[src/rtl/share_refresh_pkg.sv]
// Shared types for the share refresh stage.
// Assumes: nothing beyond IEEE 1800-2017.
package share_refresh_pkg;
    // Refresh topology chosen at elaboration time.
    typedef enum logic {
        RFR_RING     = 1'b0,  // N random words, each shared by two neighbouring shares
        RFR_ADDITIVE = 1'b1   // N-1 random words, the last share takes their XOR
    } refresh_mode_e;
endpackage

[src/rtl/share_mask_gen.sv]
// Builds one mask word per share from the fresh random words.
// Ring: mask k = r[k] ^ r[(k+1) mod N]. Additive: mask k = r[k] for
// k < N-1, and mask N-1 = XOR of all N-1 words.
// Assumes N >= 2 and a random bus of the width the mode requires.
module share_mask_gen
    import share_refresh_pkg::*;
#(
    parameter int            N    = 4,
    parameter int            W    = 8,
    parameter refresh_mode_e MODE = RFR_RING,
    parameter int            RW   = N * W
) (
    input  logic [RW-1:0]  rand_in,
    output logic [N*W-1:0] mask
);
    if (MODE == RFR_RING) begin : g_ring
        for (genvar k = 0; k < N; k++) begin : g_word
            localparam int NEXT = (k + 1) % N;
            assign mask[k*W +: W] = rand_in[k*W +: W] ^ rand_in[NEXT*W +: W];
        end
    end else begin : g_additive
        logic [W-1:0] sum;

        for (genvar k = 0; k < N - 1; k++) begin : g_word
            assign mask[k*W +: W] = rand_in[k*W +: W];
        end

        // Fold all random words into the last share's mask.
        always_comb begin
            sum = '0;
            for (int k = 0; k < N - 1; k++) sum ^= rand_in[k*W +: W];
        end

        assign mask[(N-1)*W +: W] = sum;
    end
endmodule

[src/rtl/share_bank.sv]
// Stage register for N shares. Each share is XORed with its mask before
// the register, so only refreshed shares are ever stored.
// Assumes a synchronous active-low reset that takes priority over enable.
module share_bank #(
    parameter int N = 4,
    parameter int W = 8
) (
    input  logic           clk,
    input  logic           rst_n,
    input  logic           en,
    input  logic [N*W-1:0] shares_in,
    input  logic [N*W-1:0] mask,
    output logic [N*W-1:0] q
);
    for (genvar k = 0; k < N; k++) begin : g_share
        // Capture one refreshed share, clear on reset, hold when idle.
        always_ff @(posedge clk) begin
            if (!rst_n)  q[k*W +: W] <= '0;
            else if (en) q[k*W +: W] <= shares_in[k*W +: W] ^ mask[k*W +: W];
        end
    end
endmodule

[src/rtl/share_compress.sv]
// Folds N registered shares into M outputs. Output j is the XOR of the
// G = N/M consecutive shares j*G to j*G+G-1.
// Assumes M divides N. With M = N the outputs are plain wires.
module share_compress #(
    parameter int N = 4,
    parameter int W = 8,
    parameter int M = 2
) (
    input  logic [N*W-1:0] shares,
    output logic [M*W-1:0] folded
);
    localparam int G = N / M;

    for (genvar j = 0; j < M; j++) begin : g_out
        if (G == 1) begin : g_pass
            assign folded[j*W +: W] = shares[j*W +: W];
        end else begin : g_fold
            logic [W-1:0] acc;

            // XOR one group of consecutive shares.
            always_comb begin
                acc = '0;
                for (int i = 0; i < G; i++) acc ^= shares[(j*G + i)*W +: W];
            end

            assign folded[j*W +: W] = acc;
        end
    end
endmodule

[src/rtl/share_refresh_top.sv]
// Share refresh and compression stage: mask generation, then the refreshed
// stage register, then XOR compression down to M shares after the register.
// Assumes N >= 2, M divides N, and rand_in carries fresh uniform words on
// every enabled cycle.
module share_refresh_top
    import share_refresh_pkg::*;
#(
    parameter int            N    = 4,
    parameter int            W    = 8,
    parameter int            M    = 2,
    parameter refresh_mode_e MODE = RFR_RING,
    localparam int           RW   = ((MODE == RFR_RING) ? N : N - 1) * W
) (
    input  logic           clk,
    input  logic           rst_n,
    input  logic           en,
    input  logic [N*W-1:0] shares_in,
    input  logic [RW-1:0]  rand_in,
    output logic [M*W-1:0] shares_out
);
    logic [N*W-1:0] mask;
    logic [N*W-1:0] held;

    share_mask_gen #(.N(N), .W(W), .MODE(MODE), .RW(RW)) u_mask (
        .rand_in (rand_in),
        .mask    (mask)
    );

    share_bank #(.N(N), .W(W)) u_bank (
        .clk       (clk),
        .rst_n     (rst_n),
        .en        (en),
        .shares_in (shares_in),
        .mask      (mask),
        .q         (held)
    );

    share_compress #(.N(N), .W(W), .M(M)) u_fold (
        .shares (held),
        .folded (shares_out)
    );
endmodule

[config.mk]
export PLATFORM = sky130hd
export DESIGN_NAME = share_refresh_top
export DESIGN_NICKNAME = d
export VERILOG_FILES = /design/src/rtl/share_refresh_pkg.sv /design/src/rtl/share_mask_gen.sv /design/src/rtl/share_bank.sv /design/src/rtl/share_compress.sv /design/src/rtl/share_refresh_top.sv
export SDC_FILE = /design/constraint.sdc
export NUM_CORES = 1
export LEC_CHECK = 0
export BUFFER_PORTS_ARGS = -buffer_cell sky130_fd_sc_hd__buf_2
export CAP_MARGIN = 20
export CORE_MARGIN = 3
export CORE_UTILIZATION = 49
export CTS_CLUSTER_SIZE = 20
export DETAILED_ROUTE_END_ITERATION = 7
export PLACE_DENSITY = 0.89
export SLEW_MARGIN = 20
export SYNTH_ARGS = -nofsm -noshare
export SYNTH_HDL_FRONTEND = slang
export SYNTH_SLANG_ARGS = --single-unit
[constraint.sdc]
create_clock -name clk -period 1 [get_ports clk]
set_input_delay 0.05 -clock clk [delete_from_list [all_inputs] [get_ports clk]]
set_output_delay 0.05 -clock clk [all_outputs]
set_load 0.01 [all_outputs]
==> metrics <==
status=completed; # clock sinks=32; Total Nets Final=369; vias in the first global route=1765; Final WS setup=0.00641 ns; Largest register FFs=32; Layout Cells excl Fill=353; Seq/Total Area, Yosys=29.5%; Synth Net Count=292; Met3 Wirelength=297 um; met2 WL=2.19 mm; core area=0.00414 mm^2; Max-Cap Viols=0; drt via density=5.44; Worst setup SP type=flop; clock latency on the worst-skew pair=0.28 ns; Yosys warning total=0; Root Buffer Master=clkbuf_8; Period minus WS final=0.994 ns; flops & latches, synth=32; WP data arrival=0.94 ns; CTS tree=yes; actual slew at the worst max-slew pin=0.259 ns; leakage power=1.28 nW; WP data required=0.95 ns; Psw=1.00 mW; CP max FO=2; final WL=4.54 mm; most frequent cells in the layout=buf_2, xor2_1, nand3b_1, dfxtp_2, nand3_1; max_slew headroom=82.7%; Initial Util=52.4%; most common cell after layout, fill and taps aside=buf_2; CP max stage cell=dfxtp_2; n_diodes=0; register share of total power=40.0%; HPWL Detailed=3.46 mm; period utilisation layout=99.4%; Critical Path Sink Type=primary output; DR iter-0 viols=79; Clock Power Share=36.4%; Crit Path Class=reg2out; routability cong.=0.749; drt drc=0; drt first pass iters=4; CP cell instances=xor2_2 -> buf_2; cell area after synthesis=0.00217 mm^2; unrepaired setup endpoints after global routing=true; ANT nets after route=0; Die H=72.6 um; biggest regs=u_bank.q (32); Peak VDD IR=0.927 mV; Max stage delay on crit path=0.35 ns; CTS clk-pin slew, worst paths=0.07 ns; Top reg by flops=u_bank.q; Die Wd=72.6 um; I/O pin total=83; Comb pwr share=23.7%; final setup fails=0; Power Density=1340 mW/mm^2; total congestion overflow=0; H-tree levels=2; setup TNS=0 ns; share of layout cells above drive strength 1=48.8%; Clock Skew=0 ns; Num CTS Buffers=5; Syn Inst Count=225; initial antenna violation count=0; Slew Limit Fails=0; via count=1920; Net Sw Frac=26.9%; Buffers on Ports=82; max frequency=1010 MHz; top layer in use=met4; Final Hold Viols=0; fin util=66.8%; DIE AREA=0.00526 mm^2; Site Rows=23; drt wl/cell=12.9 um; largest net degree at the start of global routing=41; placed cells=344; Mean Syn Cell Area=9.65 um^2; M1 WL=2.02 mm; Area Growth Syn to Fin=27.4%; post-synthesis cell type count=14; Bufs on Longest Clock Path=2; Internal=2.72 mW; Worst Hold Class=in2reg; first-pass GRT wire length=7.46 mm; hold bufs inserted after CTS=0; Setup WS pre-CTS=0.155 ns; Overall Global Routing Usage=17.5%
-- stage by stage --
stage | hold WS, ns | total power, mW | instance area [um^2]
floorplan | 0.219 | 2.02 | 2170
global placement | 0.358 | 2.33 | 2580
detailed placement | 0.374 | 2.37 | 2580
CTS | 0.0722 | 3.74 | 2720
global route | 0.0733 | 3.91 | 2770
finish | 0.0712 | 3.72 | 2770
-- area by class of cell --
cell class	count	area [um^2]
fillers	348	1380
flip-flops and latches	32	681
multi-input cells	176	1400
clock buffers	7	96.3
well taps	50	62.6
repair buffers	87	498
clock inverters	1	30.0
-- synth_stat cells --
cell	count	area [um^2]
nand3_1	22	110
nand2_1	16	60.1
and3b_1	8	70.1
dfxtp_1	32	641
o211ai_2	18	225
nand4b_1	16	140
xor2_1	48	420
nand3_2	2	20.0
buf_12	2	40.0
buf_2	10	50.1
buf_4	2	15.0
buf_6	3	33.8
nand3b_1	32	240
o211ai_1	14	105
-- critical path: cells and delay by family, from the launching register on --
| family | cells | cell delay, ns |
|---|---|---|
| xor gates and xnor gates | 1 | 0.16 |
| buffers and inverters | 1 | 0.15 |
| DFF | 1 | 0.35 |
-- path summary, 6_finish.rpt --
kind | depth (start not counted) | to | start | slack, ns
setup / recovery | 2 | shares_out[2] | u_bank.q[10] | 0.006
hold / removal | 3 | u_bank.q[24] | rand_in[0] | 0.07
setup reg to reg | 3 | u_bank.q[8] | u_bank.q[8] | 0.28
hold reg to reg | 2 | u_bank.q[4] | u_bank.q[4] | 0.51
-- power by group through the flow --
| stage | logic (mW) | clock network [mW] | registers [mW] |
|---|---|---|---|
| final | 0.879 | 1.35 | 1.49 |
| after global routing | 0.976 | 1.44 | 1.50 |
| after CTS | 0.880 | 1.39 | 1.47 |
| after detailed placement | 0.875 | 0 | 1.49 |
| after global placement | 0.851 | 0 | 1.48 |
| after floorplan | 0.541 | 0 | 1.47 |
-- timing repair --
item                       4_1_cts  5_1_grt
gates resized for setup          9       24
pin swaps                        2        9
buffers inserted                 0        1
setup endpoints to repair        6       16
-- per-layer routing --
layer / global-route usage, % / up-vias
met5: 0 / -
met4: 4.71 / 0
met3: 5.26 / 5
met2: 29.6 / 56
met1: 21.6 / 877
li1: - / 982
-- cell families (layout without fill, tap and decap cells) --
group | count (synthesis) | count (layout) | synth area share [%]
AND/OR/NAND/NOR | 96 | 96 | 29.5
XOR/XNOR | 48 | 48 | 19.4
AO/OA/AOI/OAI | 32 | 32 | 15.2
flip-flops | 32 | 32 | 29.5
buffers and inverters | 17 | 95 | 6.40
Note: power is estimated with default switching activity, not from simulation.
